### src/rtl/hb_chop_pkg.sv
// Package: shared types for the H-bridge chopper controller.
// Assumes: one bridge per controller instance; gate enables active high.
package hb_chop_pkg;

    // Controller phase of the chopping cycle
    typedef enum logic [1:0] {
        ST_IDLE  = 2'd0,
        ST_DEAD  = 2'd1,
        ST_ON    = 2'd2,
        ST_DECAY = 2'd3
    } chop_st_t;

    // Threshold codes handed to the comparator reference
    typedef enum logic [1:0] {
        THR_OFF   = 2'd0,
        THR_THIRD = 2'd1,
        THR_TWO3  = 2'd2,
        THR_FULL  = 2'd3
    } thr_code_t;

    // The four gate enables of one bridge
    typedef struct packed {
        logic hs_a;
        logic ls_a;
        logic hs_b;
        logic ls_b;
    } gate_t;

    // Width needed to count up to a given value
    function automatic int cnt_width(input int max_val);
        return (max_val < 2) ? 1 : $clog2(max_val + 1);
    endfunction

endpackage

### src/rtl/hb_level_decode.sv
// Module: level-select decoder.
// Turns {I1,I0} into a comparator threshold code and a request to force the bridge off.
// Assumes: lvl_i is already synchronous to the controller clock.
module hb_level_decode
    import hb_chop_pkg::*;
(
    input  logic [1:0] lvl_i,
    output logic [1:0] thr_o,
    output logic       off_req_o
);

    thr_code_t thr_c;

    // Map the level pair to a threshold; 11 means bridge off
    always_comb begin
        case (lvl_i)
            2'b00:   thr_c = THR_FULL;
            2'b01:   thr_c = THR_TWO3;
            2'b10:   thr_c = THR_THIRD;
            default: thr_c = THR_OFF;
        endcase
    end

    assign thr_o     = thr_c;
    assign off_req_o = (lvl_i == 2'b11);

endmodule

### src/rtl/hb_therm_latch.sv
// Module: over-temperature hysteresis latch.
// Sets on the over flag and clears only when the under flag is seen with the over flag low.
// Assumes: both flags are synchronous; the over flag wins if both are high.
module hb_therm_latch (
    input  logic clk,
    input  logic rst_n,
    input  logic over_i,
    input  logic under_i,
    output logic hot_o
);

    logic hot_q;

    // Hold the shutdown state between the trip and release points
    always_ff @(posedge clk) begin
        if (!rst_n) begin
            hot_q <= 1'b0;
        end else if (over_i) begin
            hot_q <= 1'b1;
        end else if (under_i) begin
            hot_q <= 1'b0;
        end
    end

    assign hot_o = hot_q;

endmodule

### src/rtl/hb_span_timer.sv
// Module: shared interval counter.
// Clears on request, otherwise adds one when told; the controller sets all bounds.
// Assumes: the caller never asks to count past 2**W-1.
module hb_span_timer #(
    parameter int W = 8
) (
    input  logic         clk,
    input  logic         rst_n,
    input  logic         clr_i,
    input  logic         inc_i,
    output logic [W-1:0] cnt_o
);

    logic [W-1:0] cnt_q;

    // Count cycles spent in the current interval
    always_ff @(posedge clk) begin
        if (!rst_n) begin
            cnt_q <= '0;
        end else if (clr_i) begin
            cnt_q <= '0;
        end else if (inc_i) begin
            cnt_q <= cnt_q + 1'b1;
        end
    end

    assign cnt_o = cnt_q;

endmodule

### src/rtl/hb_chop_fsm.sv
// Module: chopping sequencer and gate map.
// Runs the dead, conduct and slow-decay cycle and maps state and direction to gate enables.
// Assumes: dis_i already merges the level-off request and the thermal condition;
//          DEAD_CYC and OFF_CYC are at least 1.
module hb_chop_fsm
    import hb_chop_pkg::*;
#(
    parameter int OFF_CYC   = 5750,
    parameter int DEAD_CYC  = 250,
    parameter int BLANK_CYC = 125,
    parameter int CNT_W     = 13
) (
    input  logic             clk,
    input  logic             rst_n,
    input  logic             trip_i,
    input  logic             phase_i,
    input  logic             dis_i,
    input  logic [CNT_W-1:0] cnt_i,
    output logic             cnt_clr_o,
    output logic             cnt_inc_o,
    output gate_t            gates_o
);

    localparam logic [CNT_W-1:0] DEAD_LAST = CNT_W'(DEAD_CYC - 1);
    localparam logic [CNT_W-1:0] OFF_LAST  = CNT_W'(OFF_CYC - 1);
    localparam logic [CNT_W-1:0] BLANK_VAL = CNT_W'(BLANK_CYC);

    chop_st_t st_q, st_d;
    logic     dir_q, dir_d;
    logic     flip;
    logic     blank_done;

    assign flip       = (phase_i != dir_q);
    assign blank_done = (cnt_i >= BLANK_VAL);

    // Next state, latched direction and counter control
    always_comb begin
        st_d      = st_q;
        dir_d     = dir_q;
        cnt_clr_o = 1'b0;
        cnt_inc_o = 1'b0;
        if (dis_i) begin
            st_d      = ST_IDLE;
            cnt_clr_o = 1'b1;
        end else begin
            case (st_q)
                ST_IDLE: begin
                    st_d      = ST_DEAD;
                    dir_d     = phase_i;
                    cnt_clr_o = 1'b1;
                end
                ST_DEAD: begin
                    if (flip) begin
                        dir_d     = phase_i;
                        cnt_clr_o = 1'b1;
                    end else if (cnt_i == DEAD_LAST) begin
                        st_d      = ST_ON;
                        cnt_clr_o = 1'b1;
                    end else begin
                        cnt_inc_o = 1'b1;
                    end
                end
                ST_ON: begin
                    if (flip) begin
                        st_d      = ST_DEAD;
                        dir_d     = phase_i;
                        cnt_clr_o = 1'b1;
                    end else if (blank_done && trip_i) begin
                        st_d      = ST_DECAY;
                        cnt_clr_o = 1'b1;
                    end else if (!blank_done) begin
                        cnt_inc_o = 1'b1;
                    end
                end
                default: begin
                    if (flip) begin
                        st_d      = ST_DEAD;
                        dir_d     = phase_i;
                        cnt_clr_o = 1'b1;
                    end else if (cnt_i == OFF_LAST) begin
                        st_d      = ST_ON;
                        cnt_clr_o = 1'b1;
                    end else begin
                        cnt_inc_o = 1'b1;
                    end
                end
            endcase
        end
    end

    // State and direction registers
    always_ff @(posedge clk) begin
        if (!rst_n) begin
            st_q  <= ST_IDLE;
            dir_q <= 1'b1;
        end else begin
            st_q  <= st_d;
            dir_q <= dir_d;
        end
    end

    // Gate map: high side only while conducting, low side in conduct and decay
    always_comb begin
        gates_o = '0;
        if (st_q == ST_ON || st_q == ST_DECAY) begin
            if (dir_q) begin
                gates_o.ls_b = 1'b1;
                gates_o.hs_a = (st_q == ST_ON);
            end else begin
                gates_o.ls_a = 1'b1;
                gates_o.hs_b = (st_q == ST_ON);
            end
        end
    end

endmodule

### src/rtl/hb_chopper_ctrl.sv
// Module: top of the fixed off-time chopper controller for one H-bridge.
// Combines level decode, thermal latch, interval counter and sequencer.
// Assumes: all inputs synchronous to clk; reset synchronous, active low.
module hb_chopper_ctrl
    import hb_chop_pkg::*;
#(
    parameter int CLK_MHZ   = 125,
    parameter int OFF_CYC   = 46 * CLK_MHZ,
    parameter int DEAD_CYC  = 2 * CLK_MHZ,
    parameter int BLANK_CYC = CLK_MHZ
) (
    input  logic       clk,
    input  logic       rst_n,
    input  logic       trip_i,
    input  logic       phase_i,
    input  logic [1:0] lvl_i,
    input  logic       ot_over_i,
    input  logic       ot_under_i,
    output logic       hs_a_o,
    output logic       ls_a_o,
    output logic       hs_b_o,
    output logic       ls_b_o,
    output logic [1:0] thr_sel_o
);

    localparam int MAX_A = (OFF_CYC > DEAD_CYC) ? OFF_CYC : DEAD_CYC;
    localparam int MAX_C = (MAX_A > BLANK_CYC) ? MAX_A : BLANK_CYC;
    localparam int CNT_W = cnt_width(MAX_C);

    logic             off_req;
    logic             hot;
    logic             dis;
    logic             cnt_clr;
    logic             cnt_inc;
    logic [CNT_W-1:0] cnt;
    gate_t            gates;

    hb_level_decode u_lvl (
        .lvl_i     (lvl_i),
        .thr_o     (thr_sel_o),
        .off_req_o (off_req)
    );

    hb_therm_latch u_therm (
        .clk     (clk),
        .rst_n   (rst_n),
        .over_i  (ot_over_i),
        .under_i (ot_under_i),
        .hot_o   (hot)
    );

    // Any shutdown source forces the sequencer idle
    assign dis = off_req | hot | ot_over_i;

    hb_span_timer #(.W(CNT_W)) u_timer (
        .clk   (clk),
        .rst_n (rst_n),
        .clr_i (cnt_clr),
        .inc_i (cnt_inc),
        .cnt_o (cnt)
    );

    hb_chop_fsm #(
        .OFF_CYC   (OFF_CYC),
        .DEAD_CYC  (DEAD_CYC),
        .BLANK_CYC (BLANK_CYC),
        .CNT_W     (CNT_W)
    ) u_fsm (
        .clk       (clk),
        .rst_n     (rst_n),
        .trip_i    (trip_i),
        .phase_i   (phase_i),
        .dis_i     (dis),
        .cnt_i     (cnt),
        .cnt_clr_o (cnt_clr),
        .cnt_inc_o (cnt_inc),
        .gates_o   (gates)
    );

    assign hs_a_o = gates.hs_a;
    assign ls_a_o = gates.ls_a;
    assign hs_b_o = gates.hs_b;
    assign ls_b_o = gates.ls_b;

endmodule

### config.mk
export PLATFORM = sky130hd
export DESIGN_NAME = hb_chopper_ctrl
export DESIGN_NICKNAME = d
export VERILOG_FILES = /design/src/rtl/hb_chop_pkg.sv /design/src/rtl/hb_level_decode.sv /design/src/rtl/hb_therm_latch.sv /design/src/rtl/hb_span_timer.sv /design/src/rtl/hb_chop_fsm.sv /design/src/rtl/hb_chopper_ctrl.sv
export SDC_FILE = /design/constraint.sdc
export NUM_CORES = 1
export LEC_CHECK = 0
export BUFFER_PORTS_ARGS = -buffer_cell sky130_fd_sc_hd__buf_2
export CORE_AREA = 4 4 50 52
export CTS_BUF_LIST = sky130_fd_sc_hd__clkbuf_8 sky130_fd_sc_hd__clkbuf_16
export CTS_CLUSTER_DIAMETER = 60
export DETAILED_ROUTE_END_ITERATION = 6
export DIE_AREA = 0 0 54 56
export PLACE_DENSITY = 0.75
export SYNTH_ARGS = -nofsm -noshare
export SYNTH_HDL_FRONTEND = slang
export SYNTH_SLANG_ARGS = --single-unit
### constraint.sdc
create_clock -name clk -period 2.7 [get_ports clk]
set_input_delay 0.675 -clock clk [delete_from_list [all_inputs] [get_ports clk]]
set_output_delay 0.675 -clock clk [all_outputs]
set_load 0.005 [all_outputs]
==> metrics.yaml, run 1 <==
cells_and_area:
  final_area_um2: 1251
  area_delta_synth_final_pct: 14.68
  utilization_pct: 59.42
  final_cell_mix: "dfxtp_1 (17), a21oi_1 (13), buf_2 (13)"
  layout_commonest_cell: "dfxtp_1"
  final_nets: 170
  drive_gt1_share_pct: 16.13
  diodes: 0
timing:
  fin_skew_ns: 0.001866
  clock.fmax_mhz: 399.9
  finalCritPeriodShare_pct: 92.61
  maxSlewViolCount: 0
  setup_viol: 0
  fin_tns_setup_ns: 0
  tightest_slew_ns: 0.4682
  hold_viol: 0
  maxSlewHeadroom_pct: 68.34
  rsz0062_at_grt: "false"
  fin_crit_ns: 2.501
logic_synthesis:
  synthTopCellsByArea: "dfxtp_1 (31%), ha_1 (6.9%), a21oi_1 (6.0%)"
  synth_edf_count: 0
  synth-main-ff-cell: "dfxtp_1"
  synthArstFlopShare_pct: 0
  ys_ff_latch: 17
  syn-num-nets: 153
  yosys.area.top_type_share_pct: 31.19
  yosys.area.top_type: "dfxtp_1"
  ys_seq_area_share_pct: 31.19
  syn-cell-area_um2: 1091
  netlist_instances: 139
  syn_avg_cell_area_um2: 7.849
  ys_warn_count: 0
  synth_cell_types: 41
cts:
  cts_tree: "done"
  clock_sinks: 17
  cts-htree-levels: 1
  insertion_delay_ns: 0.25
  clk_path_buf_depth: 2
  cts_root_buf: "clkbuf_8"
  cts_buffers: 3
  path_clk_slew_ns: 0.06
route:
  drc: 0
  via_per_inst: 6.022
  dr_total_vias: 1102
  ant_nets: 0
  first_pass_iters: 4
  avgRoutedWirePerCell_um: 13.05
  first_iter_violations: 32
  wirelength_um: 2388
floorplanning:
  start_util_pct: 51.81
  num_io_pins: 14
  die_w_um: 54
  die-area_um2: 3024
  rows: 17
  core_um2: 2106
  die-height_um: 56
setup_path:
  setup.worst_path.end_class: "register"
  crit_chain: "ha_1 > or3b_2 > nor4_4 > nor2_1 > o31ai_2 > buf_6 > mux2_2 > nor2_1"
  cp_num_buf_inv: 1
  start_kind: "register"
  crit_family: "simple AND/OR/NAND/NOR gates"
  crit_cells: 8
  cpMaxStageDelayCell: "or3b_2"
  reg2reg_from: "u_timer.cnt_o[0]"
  crit_fanout: 24
  worstPathRequired_ns: 2.89
  cpPeakStageDelay_ns: 0.50
  reg2reg_to: "u_timer.cnt_o[1]"
  worst-setup-path-type: "register to register"
  arrival_ns: 2.69
  critPathMostFrequentCell: "nor2_1"
  rr_worst_depth: 8
  reg2reg_slack_ns: 0.20
global_route:
  grt_pass1_vias: 984
  grt_max_degree: 25
  grt_overflow: 0
  track_usage_pct: 17.74
  grt_pass1_wl_um: 4084
  antenna_found_initial: 0
run_status:
  status: "finished, final reports clean"
min_path:
  min_from: "u_timer.cnt_o[10]"
  hold_class: "register to register"
  whs_path_depth: 2
  min_to: "u_timer.cnt_o[10]"
power:
  swShare_pct: 22.88
  combPwrFrac_pct: 8.4
  p_leak_uw: 0.0004145
  vdd_ir_drop_max_v: 0.0002979
  power_frac_seq_pct: 52.7
  p_sw_uw: 111.4
  power.total_uw: 487.1
  internal_power_uw: 375.6
  p_per_area_nw_per_um2: 389.3
  p_clk_share_pct: 38.9
placement:
  gp_congestion: 0.8006
  place_area_um2: 1192
  io_buffers: 13
  post-dp-hpwl_um: 1819
job:
  drv_cap: 0
synthesized netlist by cell type (3+ instances only):
cell type,n
o31ai_1,4
a21oi_1,13
dfxtp_1,17
nor2_1,11
nand4_1,3
o21ai_0,12
nand3_1,7
ha_1,6
inv_1,9
or4_1,5
nand2_1,11
or3_1,8
worst reg2reg max path: stages (launching register included):
cell and delay (ns):
dfxtp_1 0.42, ha_1 0.24, or3b_2 0.50, nor4_4 0.32
nor2_1 0.10, o31ai_2 0.21, buf_6 0.22, mux2_2 0.35
nor2_1 0.07
kinds of logic (layout without fill, tap and decap cells):
family | Yosys count | count (layout) | share of synthesized area, %
DFF | 17 | 17 | 31.19
xor gates and xnor gates | 2 | 2 | 1.606
AOI/OAI and AO/OA | 37 | 37 | 20.53
and+or+nand+nor | 62 | 62 | 32.57
adders and majority gates | 6 | 6 | 6.881
muxes | 3 | 3 | 2.867
buffers and inverters | 12 | 28 | 4.357
worst max path at each step:
stage	to	startpoint	slack (ns)
after floorplan	u_timer.cnt_o[1]	u_timer.cnt_o[0]	0.31
after CTS	u_timer.cnt_o[1]	u_timer.cnt_o[0]	0.11
after global placement	u_timer.cnt_o[10]	lvl_i[0]	0.20
after global routing	u_timer.cnt_o[1]	u_timer.cnt_o[0]	0.01
final	u_timer.cnt_o[1]	u_timer.cnt_o[0]	0.20
after detailed placement	u_timer.cnt_o[10]	lvl_i[0]	0.12
state kept, by name, summed over array words and instances, names as in the netlist:
name and cells:
u_fsm.st_q 2, u_timer.cnt_o 13, u_therm.hot_o 1, u_fsm.dir_q 1
cell type report:
class | count | area (um2)
tap | 28 | 35.03
timing repair buffer | 15 | 83.83
inverter | 9 | 33.78
multi-input combinational | 110 | 711.9
sequential | 17 | 340.3
clock inverter | 1 | 5.005
clock buffer | 3 | 41.29
fill | 207 | 854.6
through the flow:
stage	std cells	setup slack (ns)	hold WS [ns]
2_1_floorplan	139	0.3091	0.4686
3_3_place_gp	179	0.1983	0.4943
3_5_place_dp	179	0.1174	0.5061
4_1_cts	183	0.1097	0.5174
5_1_grt	183	0.01124	0.5436
6_report	183	0.1994	0.5176
metal layers:
layer,up-vias,GRT usage [%],part of all wire [%]
li1,545,-,-
met1,510,21.50,43
met2,42,28.89,48
met3,5,2.413,6.7
met4,0,9.964,2.0
met5,-,0,0
power by group through the flow:
stage,Sequential [uW],Clock (uW),Combinational [uW]
finish,257,190,40.7
global route,257,203,45.6
CTS,257,193,40.8
detailed placement,262,0,40.6
global placement,262,0,39.2
floorplan,262,0,25.3
timing repair:
| action | CTS | global route |
|---|---|---|
| setup endpoints to repair | 0 | 1 |
| resized for setup | 0 | 2 |
| setup buffers | 0 | 0 |
| endpoints found under the hold margin | 0 | 0 |
| hold buffers | 0 | 0 |
Power figures use the tool's default switching activity.
==> run 2: changes to the inputs <==
--- a/config.mk
+++ b/config.mk
@@ -6,12 +6,12 @@
 export NUM_CORES = 1
 export LEC_CHECK = 0
 export BUFFER_PORTS_ARGS = -buffer_cell sky130_fd_sc_hd__buf_2
-export CORE_AREA = 4 4 50 52
+export CORE_AREA = 4 4 55 57
 export CTS_BUF_LIST = sky130_fd_sc_hd__clkbuf_8 sky130_fd_sc_hd__clkbuf_16
 export CTS_CLUSTER_DIAMETER = 60
 export DETAILED_ROUTE_END_ITERATION = 6
-export DIE_AREA = 0 0 54 56
-export PLACE_DENSITY = 0.75
+export DIE_AREA = 0 0 59 61
+export PLACE_DENSITY = 0.63
 export SYNTH_ARGS = -nofsm -noshare
 export SYNTH_HDL_FRONTEND = slang
 export SYNTH_SLANG_ARGS = --single-unit
==> metrics.yaml, run 2 (same netlist as run 1, synthesis figures left out) <==
run_status:
  status: "finished, final reports clean"
cts:
  post-cts-setup-buffer-count: 0  # unchanged
  cts_tree: "done"
  clk_path_buf_depth: 2  # unchanged
  cts_root_buf: "clkbuf_8"
  cts_buffers: 3  # unchanged
  insertion_delay_ns: 0.25  # about the same
  clock_sinks: 17  # unchanged
  path_clk_slew_ns: 0.07  # about the same
  cts-htree-levels: 1  # unchanged
job:
  drv_cap: 0  # unchanged
placement:
  dp.cells: 182  # +1.7%
  gp_congestion: 0.8769  # +9.5%
  dpl_worst_slack_ns: 0.1007  # -0.01665 ns
  io_buffers: 13  # unchanged
  post-dp-hpwl_um: 1824  # +0.30%
global_route:
  grt_max_degree: 24  # -4.0%
  track_usage_pct: 14.99  # -2.8 points
  grt_overflow: 0  # unchanged
  antenna_found_initial: 0  # unchanged
  grt_pass1_wl_um: 4160  # +1.9%
  grt_pass1_vias: 965  # -1.9%
cells_and_area:
  diodes: 0  # unchanged
  area_delta_synth_final_pct: 15.14
  fillers: 238  # +15%
  final_nets: 171  # +0.59%
  final_cell_mix: "dfxtp_1 (17), a21oi_1 (13), buf_2 (13)"
  fin_cells: 186  # +1.6%
  drive_gt1_share_pct: 16.03  # -0.10 points
  layout_commonest_cell: "dfxtp_1"
  largest_reg_flops: 13  # unchanged
  utilization_pct: 50.71  # -8.7 points
route:
  dr_total_vias: 1080  # -2.0%
  first_pass_iters: 6  # +2
  avgRoutedWirePerCell_um: 13.52  # +3.6%
  ant_nets: 0  # unchanged
  first_iter_violations: 39  # +22%
  drc: 0  # unchanged
  wirelength_um: 2515  # +5.3%
  via_per_inst: 5.806  # -3.6%
setup_path:
  cpPeakStageDelay_ns: 0.50  # about the same
  start_kind: "register"
  crit_chain: "ha_1 > or3b_2 > nor4_4 > nor2_1 > o31ai_2 > buf_4 > mux2_2 > nor2_1"
  crit_family: "simple AND/OR/NAND/NOR gates"
  worst-setup-path-type: "register to register"
  crit_fanout: 23  # -4.2%
  setup.worst_path.end_class: "register"
  arrival_ns: 2.71  # +0.02 ns
  worstPathRequired_ns: 2.89  # about the same
  cp_num_buf_inv: 1  # unchanged
  critPathMostFrequentCell: "nor2_1"
  cpMaxStageDelayCell: "or3b_2"
power:
  power.total_uw: 482.5  # -0.95%
  p_leak_uw: 0.0004183  # +0.92%
  p_per_area_nw_per_um2: 384.1  # -1.3%
  vdd_ir_drop_max_v: 0.0002958  # -0.72%
timing:
  fin_crit_ns: 2.521  # +0.02081 ns
  maxSlewViolCount: 0  # unchanged
  rsz0062_at_grt: "false"
  tightest_slew_ns: 0.4482  # -0.02000 ns
  setup_ws_ns: 0.1786  # -0.02081 ns
  clock.fmax_mhz: 396.6  # -0.83%
  fin_tns_setup_ns: 0  # unchanged
  maxSlewHeadroom_pct: 69.70  # +1.4 points
  fin_skew_ns: 0.001962  # +0.00009579 ns
  finalCritPeriodShare_pct: 93.39  # +0.77 points
  setup_viol: 0  # unchanged
  hold_viol: 0  # unchanged
floorplanning:
  rows: 18  # +1
  start_util_pct: 44.04  # -7.8 points
  num_io_pins: 14  # unchanged
  die-area_um2: 3599  # +19%
  die_w_um: 59  # +9.3%
  core_um2: 2477  # +18%
  die-height_um: 61  # +8.9%
min_path:
  hold_class: "register to register"
## run 2: worst paths after layout
| check | to | startpoint | cells after the start | slack (ns) |
|---|---|---|---|---|
| max | u_timer.cnt_o[1] | u_timer.cnt_o[0] | 8 | 0.18 |
| min | u_timer.cnt_o[12] | u_timer.cnt_o[12] | 2 | 0.52 |
| max reg2reg | u_timer.cnt_o[1] | u_timer.cnt_o[0] | 8 | 0.18 |
| min reg2reg | u_timer.cnt_o[12] | u_timer.cnt_o[12] | 2 | 0.52 |
## run 2: final cells by class
| cell class | count | area (um2) | share of cell area [%] |
|---|---|---|---|
| clock buffer | 3 | 41.29 | 3.287 |
| multi-input combinational | 110 | 711.9 | 56.67 |
| clock inverter | 1 | 3.754 | 0.2988 |
| sequential | 17 | 340.3 | 27.09 |
| timing repair buffer | 16 | 87.58 | 6.972 |
| tap | 30 | 37.54 | 2.988 |
| inverter | 9 | 33.78 | 2.689 |
## run 2: through the flow
step | cell area [um2] | hold slack (ns)
floorplan | 1091 | 0.4686
global placement | 1202 | 0.4894
detailed placement | 1202 | 0.5135
CTS | 1247 | 0.5232
global route | 1256 | 0.5575
finish | 1256 | 0.5173
## run 2: power by group
| part | total, uW | switching, uW | internal, uW |
|---|---|---|---|
| clock network | 185 | 83.9 | 101 |
| logic | 41.1 | 21.6 | 19.5 |
| registers | 257 | 3.02 | 254 |
## run 2: repair_timing
item	CTS	global route
hold buffers	0	0
resized for setup	0	1
setup endpoints to repair	0	1
## run 2: tightest hold or removal path, delay by kind of cell (launching register included)
family         cells  cell delay (ns)
flip-flops         1             0.34
AO/OA/AOI/OAI      2             0.13
## run 2: per-layer routing
metal,vias up,global-route usage (%),routed length (um)
li1,543,-,-
met2,34,25.71,1218
met5,-,0,0
met1,495,18.74,1136
met4,0,6.472,31
met3,8,2.128,128
